[config.mk]
export PLATFORM = sky130hd
export DESIGN_NAME = cycleTimeoutIrq
export DESIGN_NICKNAME = d
export VERILOG_FILES = /design/src/rtl/cycleTimeoutPkg.sv /design/src/rtl/timeoutCtrl.sv /design/src/rtl/timeoutCount.sv /design/src/rtl/prgBankSel.sv /design/src/rtl/cycleTimeoutIrq.sv
export SDC_FILE = /design/constraint.sdc
export NUM_CORES = 1
export LEC_CHECK = 0
export ABC_AREA = 1
export BUFFER_PORTS_ARGS = -buffer_cell sky130_fd_sc_hd__buf_2
export CORE_MARGIN = 10
export CORE_UTILIZATION = 60
export DETAILED_ROUTE_END_ITERATION = 10
export PLACE_DENSITY_LB_ADDON = 0.1
export SYNTH_ARGS = -nofsm -noshare
export SYNTH_HDL_FRONTEND = slang
export SYNTH_HIERARCHICAL = 1
export SYNTH_SLANG_ARGS = --single-unit
[constraint.sdc]
create_clock -name clk -period 3.1 [get_ports clk]
set_input_delay 0.62 -clock clk [delete_from_list [all_inputs] [get_ports clk]]
set_output_delay 0.62 -clock clk [all_outputs]
set_load 0.05 [all_outputs]
[src/rtl/cycleTimeoutPkg.sv]
package cycleTimeoutPkg;

  localparam int CTRL_W    = 5;
  localparam int HOLD_BIT  = 4;   // freeze + acknowledge
  localparam int MODE_BIT  = 3;   // 1: 16 KB windows, 0: one 32 KB bank
  localparam int SEL32_LSB = 1;
  localparam int SEL32_W   = 2;
  localparam int DIP_W     = 4;

  // strobes from control to the counting datapath
  typedef struct packed {
    logic clear;  // zero the counter and drop the interrupt
    logic tick;   // advance the counter this clock
  } cntStrobe_t;

endpackage

[src/rtl/timeoutCtrl.sv]
module timeoutCtrl
  import cycleTimeoutPkg::*;
#(
  parameter int COUNT_W    = 30,
  parameter int DIP_SHIFT  = 25,
  parameter logic [CTRL_W-1:0] CTRL_RESET = '0
) (
  input  logic                clk,
  input  logic                rst,
  input  logic                ctrlWrEn,
  input  logic [CTRL_W-1:0]   ctrlWrData,
  input  logic [DIP_W-1:0]    dipSetting,
  output cntStrobe_t          strb,
  output logic [COUNT_W-1:0]  limit,
  output logic                mode16,
  output logic [SEL32_W-1:0]  sel32
);

  localparam logic [COUNT_W-1:0] TOP_BIT = {1'b1, {(COUNT_W-1){1'b0}}};
  localparam int PAD_W = COUNT_W - DIP_W;

  logic [CTRL_W-1:0] ctrlReg;
  logic [DIP_W-1:0]  dipReg;
  logic              unusedCtrlBit;

  always_ff @(posedge clk) begin
    if (rst) begin
      ctrlReg <= CTRL_RESET;
      dipReg  <= dipSetting;   // switch captured only during reset
    end else if (ctrlWrEn) begin
      ctrlReg <= ctrlWrData;
    end
  end

  always_comb begin
    strb.clear = ctrlWrEn & ctrlWrData[HOLD_BIT];
    strb.tick  = ~ctrlReg[HOLD_BIT] & ~strb.clear;
  end

  assign limit         = TOP_BIT | ({{PAD_W{1'b0}}, dipReg} << DIP_SHIFT);
  assign mode16        = ctrlReg[MODE_BIT];
  assign sel32         = ctrlReg[SEL32_LSB +: SEL32_W];
  assign unusedCtrlBit = ctrlReg[0];

  AST_MODE_FOLLOWS_WRITE: assert property (@(posedge clk) disable iff (rst)
    ctrlWrEn |=> (mode16 == $past(ctrlWrData[MODE_BIT])));

  AST_HOLD_BLOCKS_TICK: assert property (@(posedge clk) disable iff (rst)
    (ctrlWrEn && ctrlWrData[HOLD_BIT]) |=> !strb.tick);

endmodule

[src/rtl/timeoutCount.sv]
module timeoutCount
  import cycleTimeoutPkg::*;
#(
  parameter int COUNT_W = 30
) (
  input  logic               clk,
  input  logic               rst,
  input  cntStrobe_t         strb,
  input  logic [COUNT_W-1:0] limit,
  output logic               irq
);

  localparam logic [COUNT_W-1:0] ONE = {{(COUNT_W-1){1'b0}}, 1'b1};

  logic [COUNT_W-1:0] count;
  logic [COUNT_W-1:0] nextCount;
  logic               hitLimit;

  always_comb begin
    nextCount = count + ONE;
    hitLimit  = (nextCount >= limit);
  end

  always_ff @(posedge clk) begin
    if (rst) begin
      count <= '0;
      irq   <= 1'b0;
    end else if (strb.clear) begin
      count <= '0;
      irq   <= 1'b0;
    end else if (strb.tick) begin
      if (hitLimit) begin
        count <= '0;
        irq   <= 1'b1;
      end else begin
        count <= nextCount;
      end
    end
  end

  AST_CLEAR_WINS: assert property (@(posedge clk) disable iff (rst)
    strb.clear |=> (count == '0 && !irq));

  AST_FROZEN_COUNT: assert property (@(posedge clk) disable iff (rst)
    (!strb.tick && !strb.clear) |=> $stable(count));

  AST_TICK_ADVANCES: assert property (@(posedge clk) disable iff (rst)
    (strb.tick && (count != limit - ONE)) |=> (count == $past(count) + ONE));

  AST_NO_OVERFLOW: assert property (@(posedge clk) disable iff (rst)
    count < limit);

  AST_IRQ_AT_LIMIT: assert property (@(posedge clk) disable iff (rst)
    $rose(irq) |-> ($past(count) == limit - ONE && count == '0));

  AST_IRQ_LEVEL: assert property (@(posedge clk) disable iff (rst)
    (irq && !strb.clear) |=> irq);

endmodule

[src/rtl/prgBankSel.sv]
module prgBankSel
  import cycleTimeoutPkg::*;
#(
  parameter int BANK_W = 4
) (
  input  logic               clk,
  input  logic               rst,
  input  logic               mode16,
  input  logic [SEL32_W-1:0] sel32,
  input  logic [BANK_W-1:0]  bankLoIn,
  input  logic [BANK_W-1:0]  bankHiIn,
  output logic [BANK_W-1:0]  prgSelLo,
  output logic [BANK_W-1:0]  prgSelHi
);

  localparam int PAD_W = BANK_W - SEL32_W - 1;
  localparam logic [BANK_W-1:0] ONE = {{(BANK_W-1){1'b0}}, 1'b1};

  logic [BANK_W-1:0] bankIn [2];
  logic [BANK_W-1:0] prgSel [2];
  logic              unusedBankTop;

  assign bankIn[0]     = bankLoIn;
  assign bankIn[1]     = bankHiIn;
  assign unusedBankTop = bankLoIn[BANK_W-1] ^ bankHiIn[BANK_W-1];

  for (genvar w = 0; w < 2; w++) begin : gWin
    localparam logic HALF = (w == 0) ? 1'b0 : 1'b1;
    always_comb begin
      if (mode16)
        prgSel[w] = {1'b1, bankIn[w][BANK_W-2:0]};
      else
        prgSel[w] = {{PAD_W{1'b0}}, sel32, HALF};
    end
  end

  assign prgSelLo = prgSel[0];
  assign prgSelHi = prgSel[1];

  AST_UPPER_HALF_16K: assert property (@(posedge clk) disable iff (rst)
    mode16 |-> (prgSelLo[BANK_W-1] && prgSelHi[BANK_W-1]));

  AST_32K_ADJACENT: assert property (@(posedge clk) disable iff (rst)
    !mode16 |-> (prgSelHi == prgSelLo + ONE && !prgSelLo[0]));

endmodule

[src/rtl/cycleTimeoutIrq.sv]
module cycleTimeoutIrq
  import cycleTimeoutPkg::*;
#(
  parameter int COUNT_W   = 30,
  parameter int DIP_SHIFT = 25,
  parameter int BANK_W    = 4
) (
  input  logic              clk,
  input  logic              rst,
  input  logic              ctrlWrEn,
  input  logic [4:0]        ctrlWrData,
  input  logic [3:0]        dipSetting,
  input  logic [BANK_W-1:0] bankLoIn,
  input  logic [BANK_W-1:0] bankHiIn,
  output logic              irqOut,
  output logic [BANK_W-1:0] prgSelLo,
  output logic [BANK_W-1:0] prgSelHi
);

  cntStrobe_t         strb;
  logic [COUNT_W-1:0] limit;
  logic               mode16;
  logic [SEL32_W-1:0] sel32;

  timeoutCtrl #(
    .COUNT_W   (COUNT_W),
    .DIP_SHIFT (DIP_SHIFT),
    .CTRL_RESET('0)
  ) uCtrl (
    .clk       (clk),
    .rst       (rst),
    .ctrlWrEn  (ctrlWrEn),
    .ctrlWrData(ctrlWrData),
    .dipSetting(dipSetting),
    .strb      (strb),
    .limit     (limit),
    .mode16    (mode16),
    .sel32     (sel32)
  );

  timeoutCount #(
    .COUNT_W(COUNT_W)
  ) uCount (
    .clk  (clk),
    .rst  (rst),
    .strb (strb),
    .limit(limit),
    .irq  (irqOut)
  );

  prgBankSel #(
    .BANK_W(BANK_W)
  ) uBank (
    .clk     (clk),
    .rst     (rst),
    .mode16  (mode16),
    .sel32   (sel32),
    .bankLoIn(bankLoIn),
    .bankHiIn(bankHiIn),
    .prgSelLo(prgSelLo),
    .prgSelHi(prgSelHi)
  );

endmodule

; ---- Word-level counts from Yosys, hierarchy flattened
; Index checks and enable logic that the tools add are counted.
; Widths: inputs -> output; s select.
[op_classes]
add_sub_neg = 1
order_cmp = 1
mux = 3
bitwise = 4
reduce_logical = 2
[op_table]
columns = cell, count
row1 = $add 30x1->30 const B, 1
row2 = $ge 30x30->1, 1
row3 = $mux 30, 1
row4 = $mux 4, 2
row5 = $and 1x1->1, 2
row6 = $not 1->1, 2
row7 = $reduce_and 2->1, 1
row8 = $reduce_or 2->1, 1
[totals]
ff_bits = 40
inputBits = 20
out_inout_bits = 9

; ---- Logic depth before layout (Yosys ltp)
[logic_depth]
ltp_word = 4
mapped_depth = 23
depth_no_buf = 22

; ---- Hierarchy
; Netlist, hierarchy kept.
[by_module_without_submodules]
columns = module, instances, cells_per_inst, area_per_inst_um2
row1 = timeoutCount, 1, 491, 2952.8
row2 = timeoutCtrl, 1, 54, 489.2
row3 = prgBankSel, 1, 17, 71.3

; ---- Worst setup path after synthesis
; No wires, ideal clock.
[synth_path]
path_kind = reg-to-reg
startpoint = register uCount.count[0]
endpoint = register uCount.count[3]
setup_time_ps = 117
arrival_ps = 2554
required_time_ps = 2983
slack_ps = 429
stages_incl_launch_ff = 22
synth_period_minus_slack_ps = 2671
path_cell_list = dfxtp_1 ha_1 nand3_2 nor2_4 nand3_4 nor2_4 nand3_1 nand2_1 inv_1 ha_1 nand2_1 nor2_1 nand2_1 nor2_1 nand2_1 nand2_1 nor2_1 nand3_1 nand2_1 nand2_1 buf_2 nor2_1
[synth_via]
elab_chain_len = 3
[synth_rtl]
columns = item, line_no
row1 = start: declaration, timeoutCount.sv:15  ; logic [COUNT_W-1:0] count;
row2 = start signal: assignment, timeoutCount.sv:36  ; count <= nextCount;
row3 = $add 30x1->30 *, timeoutCount.sv:20  ; nextCount = count + ONE;
row4 = $ge 30x30->1, timeoutCount.sv:21  ; hitLimit = (nextCount >= limit);
row5 = $mux 30 *, timeoutCount.sv:32  ; if (hitLimit) begin
; Mark *: on every way between the ends. The rest lies on a longest branch, timed or not.
; A chain may end at the register's enable or synchronous reset.

; ---- Worst setup path in the final report
[layout_path]
startpoint = register uCount.count[14]
endpoint = register uCount.count[2]
[layout_via]
elab_chain_len = 3
[layout_rtl]
columns = item, line_no
row1 = $add 30x1->30, timeoutCount.sv:20
row2 = $ge 30x30->1, timeoutCount.sv:21
row3 = $mux 30, timeoutCount.sv:32
; Every way passes these cells.

==> run summary <==
Max Cap Viol = 0
DP Cell Count = 652
Hold crit path type = flip-flop to flip-flop
Setup CP Type = flip-flop to flip-flop
Routed Antenna Nets = 0
Sequential Power Share = 44.8%
Chip height = 96.5 µm
CP peak stage delay = 0.43 ns
Total Routing Usage GR = 16.6%
CTS Root Cell = clkbuf_8
DRC viols = 0
Post-synth cell types = 32
Internal = 875 µW
P_leak = 1.90 nW
Net Sw Power = 350 µW
ANT cells = 0
Vias in the first global route = 2965
Overflow after GRT = 0
Worst-Skew Late Latency = 0.29 ns
Area Growth Syn to Fin = 10.5%
Setup crit end = uCount/count[2]
Flops & latches, synth = 39
DR vias = 3181
Run status = completed
Final setup TNS = 0 ns
Top-area cell type share of the netlist area = 19.9%
Setup WS post-layout = 0.157 ns
Clock Tree Buf Depth = 2
Synth area leaders = dfxtp_1 (20%), nand2_1 (16%), inv_1 (12%)
CTS tree = yes
VDD IR max = 291 µV
Final Routed Wirelength = 7.61 mm
Slowest CP cell = dfxtp_1
Final Non-Filler Cells = 665
CTS H-tree depth = 2
Clock Skew = 0.00736 ns
Worst Path Required = 3.29 ns
Final Critical Period = 2.94 ns
Hpwl dp = 5.80 mm
TritonCTS buffer count = 5
Avg Inst Size Synth = 6.25 µm²
Initial Utilization = 62.7%
Critical Path End Type = flip-flop
WL/cell = 11.4 µm
Top Family by Delay on Critical Path = simple AND/OR/NAND/NOR gates
Sequential fraction of the synthesis area = 23.4%
IO Port Bufs = 25
Critical path launch point type = flip-flop
FMAX = 0.340 GHz
First-pass GRT wire length = 12.7 mm
Antenna violations before repair = 0
Pre-CTS setup slack = 0.0943 ns
Clk slew on worst S/H paths = 0.08 ns
Final Max Slew Viols = 0
Register-to-Register Path Depth = 19
Switching share of power = 28.6%
CP bufs+invs = 3
Yosys top cell by area = dfxtp_1
# clock sinks = 39
R2R setup slack = 0.16 ns
Final Hold Vio Count = 0
Power Dens Cells = 315 nW/µm²
Slew margin rel. = 49.4%
Crit-path most repeated cell = nand2_1
Synthesized area = 3510 µm²
I/O pin cnt = 29
Crit path depth = 19
Part of the cycle the worst path needs = 94.9%
Cells after synthesis = 562
Layout cells sized above 1 = 14.3%
Reg2reg start = uCount/count[14]
Hold-fix buffers at CTS = 0
CP Cell Sequence = nand2_1 -> nor2_1 -> nand2_1 -> nor2_1 -> nand3_1 -> nand2_1 -> inv_1 -> ha_1 -> nand2_1 -> nor2_1 -> nand2_1 -> nor2_2 -> buf_4 -> nand2_1 -> nand3_2 -> nand2_2 -> nand2_4 -> clkbuf_16 -> nor2_1
FF-to-FF End = uCount/count[2]
Crit Path Max Fanout = 8
Die Wd = 96.5 µm
Core ar. = 5610 µm²
Gate power share = 18.9%
Worst Max-Slew Pin Slew = 0.754 ns
1st-pass router iterations = 5
Clock power frac = 36.2%
Overall Power = 1.22 mW
Drt initial violations = 96
DR vias/cell = 4.78
Yosys Warn Count = 6
Post-layout nets = 643
Routability cong. = 0.933
Largest net degree at the start of global routing = 31
Critical path arrival = 3.13 ns
Setup Viol. Count Final = 0
Die ar. = 9320 µm²
Std-Cell Rows = 27
CP startpoint = uCount/count[14]
## registers in the layout, indices dropped and copies added (netlist names)
| signal | count |
|---|---|
| uCount/count | 30 |
| uCount/irq | 1 |
| uCtrl/ctrlReg | 4 |
| uCtrl/dipReg | 4 |
## cell type report
| type | instances | area (µm²) |
|---|---|---|
| clock inverter | 2 | 35.0 |
| clock buffer | 6 | 82.6 |
| fill | 548 | 1730 |
| timing repair buffer | 37 | 267 |
| sequential | 39 | 827 |
| multi-input combinational | 396 | 2160 |
| tap | 72 | 90.1 |
| inverter | 113 | 424 |
## power groups by stage
stage | Clock [mW] | Combinational [mW] | Sequential [mW]
after global routing | 0.468 | 0.267 | 0.552
after floorplan | 0 | 0.190 | 0.555
final | 0.444 | 0.232 | 0.549
after global placement | 0 | 0.207 | 0.557
after detailed placement | 0 | 0.215 | 0.558
after CTS | 0.452 | 0.216 | 0.546
## logic make-up after synthesis
| kind of cell | share of synthesized area, % |
|---|---|
| simple gates | 34.3 |
| other cells | 0.214 |
| xor+xnor | 4.24 |
| fa+ha+maj | 11.0 |
| mux | 1.14 |
| flops | 23.4 |
| compound gates | 6.13 |
| buf+inv | 19.6 |
## synthesized netlist by cell type
cell / count
o21ai_1: 4
ha_1: 31
o21ai_2: 1
buf_2: 5
a21oi_2: 1
or2_2: 1
inv_1: 108
nand2_2: 4
mux2i_1: 4
nor2_1: 72
nand3_4: 1
inv_2: 4
conb_1: 2
nand3_1: 23
clkinv_1: 1
clkbuf_1: 2
nor3_2: 4
edfxtp_1: 4
nor3_1: 5
o21ai_0: 21
nor2_2: 4
nand2_1: 147
xor2_1: 16
a21oi_1: 13
nand4_1: 6
nand3_2: 2
nor2_4: 4
dfxtp_1: 35
o21a_1: 1
buf_4: 31
and2_1: 4
xnor2_1: 1
## worst min-delay path by stage
stage	start	to	slack, ns	cells after the start
final	uCount/irq	uCount/irq	0.45	2
after global routing	uCount/irq	uCount/irq	0.49	2
after global placement	uCount/irq	uCount/irq	0.43	2
after floorplan	uCtrl/ctrlReg[4]	uCtrl/ctrlReg[4]	0.44	2
after detailed placement	uCount/irq	uCount/irq	0.44	2
after CTS	uCount/irq	uCount/irq	0.45	2
## worst register-to-register path: stages (launching register included)
cell       delay, ns
dfxtp_1         0.43
nand2_1         0.11
nor2_1          0.38
nand2_1         0.10
nor2_1          0.17
nand3_1         0.09
nand2_1         0.11
inv_1           0.06
ha_1            0.30
nand2_1         0.06
nor2_1          0.13
nand2_1         0.10
nor2_2          0.12
buf_4           0.12
nand2_1         0.05
nand3_2         0.08
nand2_2         0.07
nand2_4         0.15
clkbuf_16       0.18
nor2_1          0.04
## per-stage QoR
stage	hold slack (ns)	area [µm²]	util [%]
floorplan	0.442	3600	-
global placement	0.431	3620	64.6
detailed placement	0.437	3620	64.6
CTS	0.451	3740	66.7
global route	0.487	3880	69.2
finish	0.448	3880	69.2
## per-layer routing
metal	vias up	part of all wire, %	global-route usage, %
li1	1701	-	-
met5	-	0	0
met1	1392	42	19.4
met3	15	5.2	3.01
met2	73	50	30.3
met4	0	2.3	4.36
## timing repair
item / CTS / global route
resized for setup: 0 / 18
endpoints found under the hold margin: 0 / 0
endpoints found under the setup margin: 0 / 30
setup buffers: 0 / 2
## layout by cell type (no fill, tap or decap), types with 7 or more instances in the layout
master   count
dfxtp_1     32
nand2_2      7
buf_4        8
nor2_2       7
buf_2       25
nand2_1    143
a21oi_1     13
nor2_1      68
o21ai_0     21
inv_1      108
xor2_1      15
nand3_1     22
ha_1        30
conb_1      26
No activity file was read; power rests on OpenSTA's default activity.
